<file path="config.mk">
export PLATFORM = sky130hd
export DESIGN_NAME = brtrace_top
export DESIGN_NICKNAME = d
export VERILOG_FILES = /design/src/rtl/brtrace_pkg.sv /design/src/rtl/brtrace_filter.sv /design/src/rtl/brtrace_ring.sv /design/src/rtl/brtrace_sampler.sv /design/src/rtl/brtrace_top.sv
export SDC_FILE = /design/constraint.sdc
export NUM_CORES = 1
export LEC_CHECK = 0
export CAP_MARGIN = 25
export CELL_PAD_IN_SITES_DETAIL_PLACEMENT = 1
export CELL_PAD_IN_SITES_GLOBAL_PLACEMENT = 2
export CORE_ASPECT_RATIO = 0.9
export CORE_UTILIZATION = 35
export CTS_CLUSTER_SIZE = 12
export DETAILED_ROUTE_END_ITERATION = 10
export PLACE_DENSITY = 0.81
export SLEW_MARGIN = 40
export SYNTH_ARGS = -nofsm -noshare
export SYNTH_HDL_FRONTEND = slang
export SYNTH_HIERARCHICAL = 1
export SYNTH_SLANG_ARGS = --single-unit
</file>
<file path="constraint.sdc">
create_clock -name clk -period 4.5 [get_ports clk]
set_input_delay 0.9 -clock clk [delete_from_list [all_inputs] [get_ports clk]]
set_output_delay 0.9 -clock clk [all_outputs]
set_load 0.05 [all_outputs]
</file>
<file path="src/rtl/brtrace_pkg.sv">
// Shared types and helpers for the filtered branch trace buffer.
// Assumes the 2-bit mode and kind encodings documented in the brief.
package brtrace_pkg;

    typedef enum logic [1:0] {
        FLT_ALL  = 2'b00,
        FLT_SET  = 2'b01,
        FLT_CLR  = 2'b10,
        FLT_NONE = 2'b11
    } flt_mode_e;

    typedef enum logic [1:0] {
        KIND_IPREL = 2'b00,
        KIND_INDIR = 2'b01,
        KIND_RET   = 2'b10,
        KIND_OTHER = 2'b11
    } br_kind_e;

    typedef struct packed {
        logic       taken;
        logic       tgt_ok;
        logic       pred_ok;
        logic [1:0] kind;
    } br_flags_t;

    // Evaluate one flag filter: all / flag set / flag clear / none
    function automatic logic flag_match(input logic [1:0] mode, input logic flag);
        logic hit;
        case (flt_mode_e'(mode))
            FLT_ALL:  hit = 1'b1;
            FLT_SET:  hit = flag;
            FLT_CLR:  hit = ~flag;
            default:  hit = 1'b0;
        endcase
        return hit;
    endfunction

endpackage

</file>
<file path="src/rtl/brtrace_filter.sv">
// Qualification logic: a branch passes only when recording is enabled and
// all three flag filters plus the kind filter accept it. Purely combinational.
module brtrace_filter
    import brtrace_pkg::*;
(
    input  br_flags_t  flags,
    input  logic       enable,
    input  logic [1:0] taken_mode,
    input  logic [1:0] tgt_mode,
    input  logic [1:0] pred_mode,
    input  logic [1:0] kind_mode,
    output logic       pass
);
    localparam int NFLAG = 3;

    logic [NFLAG-1:0]      flag_vec;
    logic [NFLAG-1:0][1:0] mode_vec;
    logic [NFLAG-1:0]      flag_hit;
    logic                  kind_hit;

    assign flag_vec = {flags.pred_ok, flags.tgt_ok, flags.taken};
    assign mode_vec = {pred_mode, tgt_mode, taken_mode};

    // One identical filter per outcome/prediction flag
    for (genvar g = 0; g < NFLAG; g++) begin : g_flag
        assign flag_hit[g] = flag_match(mode_vec[g], flag_vec[g]);
    end

    // Kind filter: all, indirect, return, IP-relative
    always_comb begin
        case (kind_mode)
            2'b00:   kind_hit = 1'b1;
            2'b01:   kind_hit = (br_kind_e'(flags.kind) == KIND_INDIR);
            2'b10:   kind_hit = (br_kind_e'(flags.kind) == KIND_RET);
            default: kind_hit = (br_kind_e'(flags.kind) == KIND_IPREL);
        endcase
    end

    assign pass = enable & (&flag_hit) & kind_hit;

endmodule

</file>
<file path="src/rtl/brtrace_ring.sv">
// Circular history of recorded branches with a wrapping head pointer and a
// fill count. Read port maps index 0 to the oldest valid entry.
// Assumes DEPTH is a power of two and at least 2.
module brtrace_ring
    import brtrace_pkg::*;
#(
    parameter int ADDR_W = 32,
    parameter int DEPTH  = 4
) (
    input  logic                       clk,
    input  logic                       rst_n,
    input  logic                       clear,
    input  logic                       wr_en,
    input  logic [ADDR_W-1:0]          wr_src,
    input  logic [ADDR_W-1:0]          wr_dst,
    input  br_flags_t                  wr_flags,
    input  logic [$clog2(DEPTH)-1:0]   rd_idx,
    output logic                       rd_valid,
    output logic [ADDR_W-1:0]          rd_src,
    output logic [ADDR_W-1:0]          rd_dst,
    output br_flags_t                  rd_flags,
    output logic [$clog2(DEPTH+1)-1:0] fill,
    output logic [$clog2(DEPTH)-1:0]   head
);
    localparam int IDX_W = $clog2(DEPTH);
    localparam int CNT_W = $clog2(DEPTH + 1);

    logic [ADDR_W-1:0] src_q [DEPTH];
    logic [ADDR_W-1:0] dst_q [DEPTH];
    br_flags_t         flg_q [DEPTH];
    logic              vld_q [DEPTH];
    logic [IDX_W-1:0]  head_q;
    logic [CNT_W-1:0]  fill_q;
    logic [IDX_W-1:0]  oldest;
    logic [IDX_W-1:0]  slot;

    // Per-slot storage, written when the head points at it
    for (genvar g = 0; g < DEPTH; g++) begin : g_slot
        always_ff @(posedge clk) begin
            if (!rst_n || clear) begin
                vld_q[g] <= 1'b0;
                src_q[g] <= '0;
                dst_q[g] <= '0;
                flg_q[g] <= '0;
            end else if (wr_en && head_q == IDX_W'(g)) begin
                vld_q[g] <= 1'b1;
                src_q[g] <= wr_src;
                dst_q[g] <= wr_dst;
                flg_q[g] <= wr_flags;
            end
        end
    end

    // Head advance and saturating fill count
    always_ff @(posedge clk) begin
        if (!rst_n || clear) begin
            head_q <= '0;
            fill_q <= '0;
        end else if (wr_en) begin
            head_q <= head_q + 1'b1;
            if (fill_q != CNT_W'(DEPTH)) begin
                fill_q <= fill_q + 1'b1;
            end
        end
    end

    // Map logical read index onto a physical slot
    always_comb begin
        oldest   = (fill_q == CNT_W'(DEPTH)) ? head_q : '0;
        slot     = oldest + rd_idx;
        rd_valid = vld_q[slot];
        rd_src   = src_q[slot];
        rd_dst   = dst_q[slot];
        rd_flags = flg_q[slot];
    end

    assign fill = fill_q;
    assign head = head_q;

endmodule

</file>
<file path="src/rtl/brtrace_sampler.sv">
// Period counter and sticky interrupt. Counts cycles while not frozen; on
// expiry raises irq and reloads. A period of 0 is treated as 1.
module brtrace_sampler #(
    parameter int PERIOD_W = 32
) (
    input  logic                clk,
    input  logic                rst_n,
    input  logic                clear,
    input  logic [PERIOD_W-1:0] period,
    output logic                irq
);
    logic [PERIOD_W-1:0] cnt_q;
    logic [PERIOD_W:0]   cnt_inc;
    logic                irq_q;
    logic                expire;

    assign cnt_inc = {1'b0, cnt_q} + 1'b1;
    assign expire  = !irq_q && (cnt_inc >= {1'b0, period});

    // Count, expire into sticky irq, hold while frozen
    always_ff @(posedge clk) begin
        if (!rst_n || clear) begin
            cnt_q <= '0;
            irq_q <= 1'b0;
        end else if (expire) begin
            cnt_q <= '0;
            irq_q <= 1'b1;
        end else if (!irq_q) begin
            cnt_q <= cnt_inc[PERIOD_W-1:0];
        end
    end

    assign irq = irq_q;

endmodule

</file>
<file path="src/rtl/brtrace_top.sv">
// Filtered branch trace buffer top: filters retired branches, records the
// qualifying ones into a ring, freezes on period expiry with a sticky irq.
// Assumes one branch event per cycle at most and a clear pulse from software.
module brtrace_top
    import brtrace_pkg::*;
#(
    parameter int ADDR_W   = 32,
    parameter int DEPTH    = 4,
    parameter int PERIOD_W = 32
) (
    input  logic                     clk,
    input  logic                     rst_n,
    input  logic                     br_valid,
    input  logic [ADDR_W-1:0]        br_src,
    input  logic [ADDR_W-1:0]        br_dst,
    input  logic                     br_taken,
    input  logic                     br_tgt_ok,
    input  logic                     br_pred_ok,
    input  logic [1:0]               br_kind,
    input  logic                     cfg_enable,
    input  logic [1:0]               cfg_taken_mode,
    input  logic [1:0]               cfg_tgt_mode,
    input  logic [1:0]               cfg_pred_mode,
    input  logic [1:0]               cfg_kind_mode,
    input  logic [PERIOD_W-1:0]      cfg_period,
    input  logic                     irq_clear,
    output logic                     irq,
    input  logic [$clog2(DEPTH)-1:0] rd_idx,
    output logic                     rd_valid,
    output logic [ADDR_W-1:0]        rd_src,
    output logic [ADDR_W-1:0]        rd_dst,
    output logic                     rd_taken,
    output logic                     rd_tgt_ok,
    output logic                     rd_pred_ok,
    output logic [1:0]               rd_kind
);
    localparam int IDX_W = $clog2(DEPTH);
    localparam int CNT_W = $clog2(DEPTH + 1);

    br_flags_t        in_flags;
    br_flags_t        out_flags;
    logic             pass;
    logic             record;
    logic [CNT_W-1:0] fill_cnt;
    logic [IDX_W-1:0] head_ptr;

    assign in_flags = '{taken: br_taken, tgt_ok: br_tgt_ok,
                        pred_ok: br_pred_ok, kind: br_kind};

    brtrace_filter u_filter (
        .flags      (in_flags),
        .enable     (cfg_enable),
        .taken_mode (cfg_taken_mode),
        .tgt_mode   (cfg_tgt_mode),
        .pred_mode  (cfg_pred_mode),
        .kind_mode  (cfg_kind_mode),
        .pass       (pass)
    );

    // Record only when qualified, not frozen, and no clear in flight
    assign record = br_valid && pass && !irq && !irq_clear;

    brtrace_ring #(.ADDR_W(ADDR_W), .DEPTH(DEPTH)) u_ring (
        .clk      (clk),
        .rst_n    (rst_n),
        .clear    (irq_clear),
        .wr_en    (record),
        .wr_src   (br_src),
        .wr_dst   (br_dst),
        .wr_flags (in_flags),
        .rd_idx   (rd_idx),
        .rd_valid (rd_valid),
        .rd_src   (rd_src),
        .rd_dst   (rd_dst),
        .rd_flags (out_flags),
        .fill     (fill_cnt),
        .head     (head_ptr)
    );

    brtrace_sampler #(.PERIOD_W(PERIOD_W)) u_sampler (
        .clk    (clk),
        .rst_n  (rst_n),
        .clear  (irq_clear),
        .period (cfg_period),
        .irq    (irq)
    );

    assign rd_taken   = out_flags.taken;
    assign rd_tgt_ok  = out_flags.tgt_ok;
    assign rd_pred_ok = out_flags.pred_ok;
    assign rd_kind    = out_flags.kind;

endmodule

</file>
# After elaboration in Yosys (flattened, before gate mapping)
# Memories as Yosys holds them, arrays and structs flattened.
# Index checks and enable logic that the tools add are counted.
word_totals:
  register_bits: 38
  mem_bits_rw: 280
  input_bits: 116
  output_inout_bits: 71
  elab_cells: 105
  memories: 4
classes:
  n_addsub: 4
  n_lt_le_gt_ge: 1
  n_eq_ne: 15
  mux: 35
  bitwise_logic: 21
  n_reduce_logical: 21
memory_table:
  columns: ["name", "words", "word_bits", "read_ports", "rd_clocked_by_memory_dff", "wr", "line_no", "rtl"]
  rows:
  - ["u_ring.dst_q", 4, 32, 1, 0, 4, "brtrace_ring.sv:29", "logic [ADDR_W-1:0] dst_q [DEPTH];"]
  - ["u_ring.src_q", 4, 32, 1, 0, 4, "brtrace_ring.sv:28", "logic [ADDR_W-1:0] src_q [DEPTH];"]
  - ["u_ring.flg_q", 4, 5, 1, 0, 4, "brtrace_ring.sv:30", "br_flags_t flg_q [DEPTH];"]
  - ["u_ring.vld_q", 4, 1, 1, 0, 4, "brtrace_ring.sv:31", "logic vld_q [DEPTH];"]
ops:
  columns: ["cell", "n"]
  rows:
  - ["$mux 32", 8]
  - ["$add 32x1->33 const B", 1]
  - ["$ge 33x32->1", 1]
  - ["$mux 5", 4]
  - ["$mux 1", 18]
  - ["$or 1x1->1", 16]
  - ["$eq 2x2->1 const B", 7]
  - ["$eq 2x1->1 const B", 6]
  - ["$logic_not 2->1", 6]
  - ["$pmux 1 s3", 4]
  - ["$logic_and 1x1->1", 8]
  - ["$add 3x1->3 const B", 1]
  - ["$eq 3x3->1 const B", 1]
  - ["$logic_not 1->1", 3]
  - ["$ne 3x3->1 const B", 1]
  - ["$not 1->1", 3]
  - ["$reduce_and 3->1", 1]
  - ["$add 2x1->2 const B", 1]
  - ["$add 2x2->2", 1]
  - ["$and 1x1->1", 2]
  - ["$mux 2", 1]
  - ["$reduce_and 2->1", 1]
  - ["$reduce_or 2->1", 1]
  - ["$logic_or 1x1->1", 1]

# Logic depth before layout (Yosys ltp)
logic_depth:
  ltp_word: 13
  mapped_depth: 16

# Cells and area by module
# The synthesis kept the hierarchy.
by_module_without_submodules:
  columns: ["mod", "n_inst", "cells_per_inst", "area_each_um2"]
  rows:
  - ["brtrace_ring", 1, 719, 12599.6]
  - ["brtrace_sampler", 1, 357, 2902.8]
  - ["brtrace_filter", 1, 16, 131.4]
  - ["brtrace_top", 1, 1, 12.5]

# Least setup slack after synthesis
# OpenSTA, ideal clock, no wires.
synth_timing:
  path_type: "input to register"
  startpoint: "input port cfg_kind_mode[0]"
  endpoint: "memory u_ring.dst_q[2][0], enable pin"
  setup_ns: 0.429
  arrival_ns: 3.546
  required_time_ns: 4.071
  path_slack_ns: 0.525
  path_stages: 9
  path_buffers: 1
  path_cell_list: "inv_1 ha_1 nor3b_2 o21ai_1 a211oi_2 and4bb_2 buf_2 nand2_1 nand2_1"
synth_lines:
  columns: ["item", "line_no", "rtl"]
  rows:
  - ["from (decl)", "brtrace_top.sv:24", "input logic [1:0] cfg_kind_mode,"]
  - ["to (decl)", "brtrace_ring.sv:29", null]

# Worst setup path after layout
layout_timing:
  startpoint: "register u_ring.fill_q[0], in the netlist u_ring/fill[0]"
  endpoint: "output port rd_src[31]"
layout_via:
  elab_chain_len: 4
layout_lines:
  columns: ["item", "line_no", "rtl"]
  rows:
  - ["from (decl)", "brtrace_ring.sv:33", "logic [CNT_W-1:0] fill_q;"]
  - ["from (signal assigned)", "brtrace_ring.sv:62", "fill_q <= fill_q + 1'b1;"]
  - ["$eq 3x3->1", "brtrace_ring.sv:69", "oldest = (fill_q == CNT_W'(DEPTH)) ? head_q : '0;"]
  - ["$mux 2", "brtrace_ring.sv:69", null]
  - ["$add 2x2->2", "brtrace_ring.sv:70", "slot = oldest + rd_idx;"]
  - ["$mem_v2 4x32", null, null]
  - ["to (decl)", "brtrace_top.sv:30", "output logic [ADDR_W-1:0] rd_src,"]
# Every way passes these cells.

==> flow_metrics.env <==
export IMPL_yosysSeqAreaShare_pct=58.5
export IMPL_yosysTopAreaCell="edfxtp_1"
export IMPL_maxSlewViolCount=0
export IMPL_finalSetupViolations=0
export IMPL_crit_type="reg -> out"
export IMPL_finClkSkew_ns=0.0179
export IMPL_synth_top_area_share_pct=53.5
export IMPL_netlist_area_um2=15600
export IMPL_r2r_start="u_sampler/cnt_q[0]"
export IMPL_grt_overflow=0
export IMPL_grt_max_degree=50
export IMPL_min_delay_path_depth=2
export IMPL_drive_gt1_share_pct=14.7
export IMPL_dp_hpwl_um=26400
export IMPL_wl_per_cell_um=20.5
export IMPL_min_to="u_sampler/cnt_q[1]"
export IMPL_rrSetupSlack_ns=0.48
export IMPL_grt_first_pass_wirelength_um=61100
export IMPL_hold_buffers=0
export IMPL_place_area_um2=18300
export IMPL_vias_per_cell=4.92
export IMPL_num_io_pins=187
export IMPL_ant_nets=0
export IMPL_h_tree_depth=2
export IMPL_hp_class="reg -> reg"
export IMPL_min_from="u_sampler/cnt_q[1]"
export IMPL_synth_nets=1252
export IMPL_cts_resized=0
export IMPL_hold_viol=0
export IMPL_finalCriticalPeriod_ns=4.17
export IMPL_cts_buffer_depth=3
export IMPL_gp_congestion=0.756
export IMPL_clkLatencyLatePin_ns=0.54
export IMPL_port_buffers=186
export IMPL_period_share_pct=92.7
export IMPL_synth_flop_cell="edfxtp_1"
export IMPL_worst_setup_path_start_kind="register"
export IMPL_fmax_ghz=0.240
export IMPL_drc=0
export IMPL_rows=73
export IMPL_cts_root_buffer="clkbuf_16"
export IMPL_synth_area_top_cells="edfxtp_1 (54%), mux4_1 (12%), and2_1 (11%)"
export IMPL_async_flop_share_pct=0
export IMPL_wl_um=39700
export IMPL_reg2reg_depth=14
export IMPL_worst_pin_slew_ns=0.780
export IMPL_ys_seq_elements=318
export IMPL_cp_arrival_ns=3.27
export IMPL_numCtsBuffers=37
export IMPL_antenna_found_initial=5
export IMPL_tritoncts="done"
export IMPL_die_area_um2=45600
export IMPL_final_area_um2=19500
export IMPL_worst_setup_path_end_kind="output port"
export IMPL_reg2reg_to="u_sampler/cnt_q[16]"
export IMPL_status="complete, no violations"
export IMPL_grt_setup_unrepaired="false"
export IMPL_crit_required_ns=3.60
export IMPL_fin_setup_tns_ns=0
export IMPL_track_usage_pct=17.8
export IMPL_finalPower_mw=6.93
export IMPL_die_y_um=203
export IMPL_yosysWarnings=6
export IMPL_path_max_fanout=22
export IMPL_num_vias=9525
export IMPL_syn_area_per_cell_um2=14.3
export IMPL_ir_drop_uv=218
export IMPL_core_area_um2=44100
export IMPL_place_ws_ns=0.232
export IMPL_grt_pass1_vias=10100
export IMPL_clkTransAtPathRegs_ns=0.06
export IMPL_netlist_instances=1093
export IMPL_p_per_area_nw_per_um2=355
export IMPL_timing_final_ws_setup_ns=0.328
export IMPL_synthToLayoutAreaGrowth_pct=24.9
export IMPL_die_x_um=225
export IMPL_cap_violations=0
export IMPL_post_synth_num_cell_types=60
export IMPL_cts_sinks=318
export IMPL_first_pass_iters=6
export IMPL_first_iter_violations=463
export IMPL_synth_edf_count=279
export IMPL_nets=1463
export IMPL_slew_headroom_pct=47.9
export IMPL_initial_utilization_pct=35.5
export IMPL_p_leak_nw=8.07
==> worst max-delay path, cell delays in order, from the launching register on <==
cell and delay, ns:
dfxtp_1 0.36, inv_1 0.06, ha_1 0.24, and3_1 0.28, ha_4 0.19, xor2_1 0.45, xnor2_4 0.18, buf_12 0.17
buf_12 0.19, mux4_1 0.36, buf_4 0.22
==> sequential cells by signal (all words and copies together), names as in the netlist <==
signal,cells
u_ring/dst_q,128
u_ring/fill,3
u_ring/flg_q,20
u_ring/head,2
u_ring/src_q,128
u_ring/vld_q,4
u_sampler/cnt_q,32
u_sampler/irq,1
==> stage by stage <==
stage	utilization, %	cells	hold WS, ns
3_5_place_dp	41.5	1861	0.489
2_1_floorplan	-	1093	0.429
3_3_place_gp	41.5	1861	0.475
5_1_grt	44.3	1934	0.518
6_report	44.3	1935	0.495
4_1_cts	44.2	1929	0.498
==> routing by layer <==
metal / wire, um / part of all wire (%) / track usage (%) / vias up
met1: 17700 / 44 / 23.4 / 4815
met5: 54 / 0.14 / 0 / -
li1: - / - / - / 4437
met4: 879 / 2.2 / 5.22 / 8
met2: 19100 / 48 / 29.6 / 209
met3: 2010 / 5.1 / 3.78 / 56
==> final cells by class <==
| cell class | count | area (um2) |
|---|---|---|
| Sequential cell | 318 | 9160 |
| Fill cell | 4450 | 24600 |
| Inverter | 41 | 154 |
| Tap cell | 600 | 751 |
| Antenna cell | 2 | 5.00 |
| Clock inverter | 13 | 144 |
| Multi-Input combinational cell | 679 | 6090 |
| Timing Repair Buffer | 227 | 2210 |
| Clock buffer | 55 | 1030 |
==> cell usage after synthesis (all sizes together), types with 3 or more instances <==
cell type / instances
and4: 5
nor2: 63
and3: 11
xnor2: 32
a21o: 8
edfxtp: 279
dfxtp: 39
buf: 29
nand2: 32
inv: 41
ha: 43
o21ai: 8
a211oi: 4
and2: 278
a21oi: 16
nand2b: 3
nor2b: 4
nand3: 22
mux4: 70
clkbuf: 26
mux2i: 5
nor3: 13
a22o: 5
nand4: 14
a21boi: 3
xor2: 23
==> how the worst max path moves through the flow <==
stage | startpoint | end | depth (start not counted)
after floorplan | cfg_kind_mode[0] | u_ring/dst_q[2][0] | 9
final | u_ring/fill[0] | rd_src[31] | 10
after detailed placement | rd_idx[0] | rd_src[27] | 7
after global placement | rd_idx[0] | rd_src[27] | 7
after global routing | u_ring/fill[0] | rd_dst[0] | 10
after CTS | u_ring/fill[0] | rd_src[27] | 9
==> layout by cell type, fill, tap and decap left out, types with 11 or more instances in the layout <==
master	instances
clkdlybuf4s50_1	116
nor3_1	12
a21oi_1	15
inv_1	41
clkbuf_1	15
ha_1	42
nand2_1	28
and2_1	278
buf_4	94
mux4_1	70
buf_12	17
nand3_1	19
nand4_1	11
xor2_1	23
xnor2_1	31
dfxtp_1	39
nor2_1	55
edfxtp_1	279
clkbuf_16	38
==> kinds of logic after synthesis <==
kind of cell,count (synthesis),share of synthesized area [%]
muxes,75,12.1
AOI/OAI and AO/OA,50,2.33
and+or+nand+nor,456,17.5
DFF,318,58.5
adders and majority gates,43,3.44
buffers and inverters,96,3.01
xor gates and xnor gates,55,3.13
==> power by group <==
| group | switching, mW | leakage (nW) | internal (mW) |
|---|---|---|---|
| combinational | 0.393 | 4.09 | 0.274 |
| sequential | 0.0287 | 3.42 | 3.30 |
| clock | 1.21 | 0.562 | 1.72 |
==> what timing repair did <==
item / in CTS / in global routing
buffers inserted: 0 / 4
endpoints found under the setup margin: 0 / 32
hold endpoints to repair: 0 / 0
Note: power is estimated with default switching activity, not from simulation.
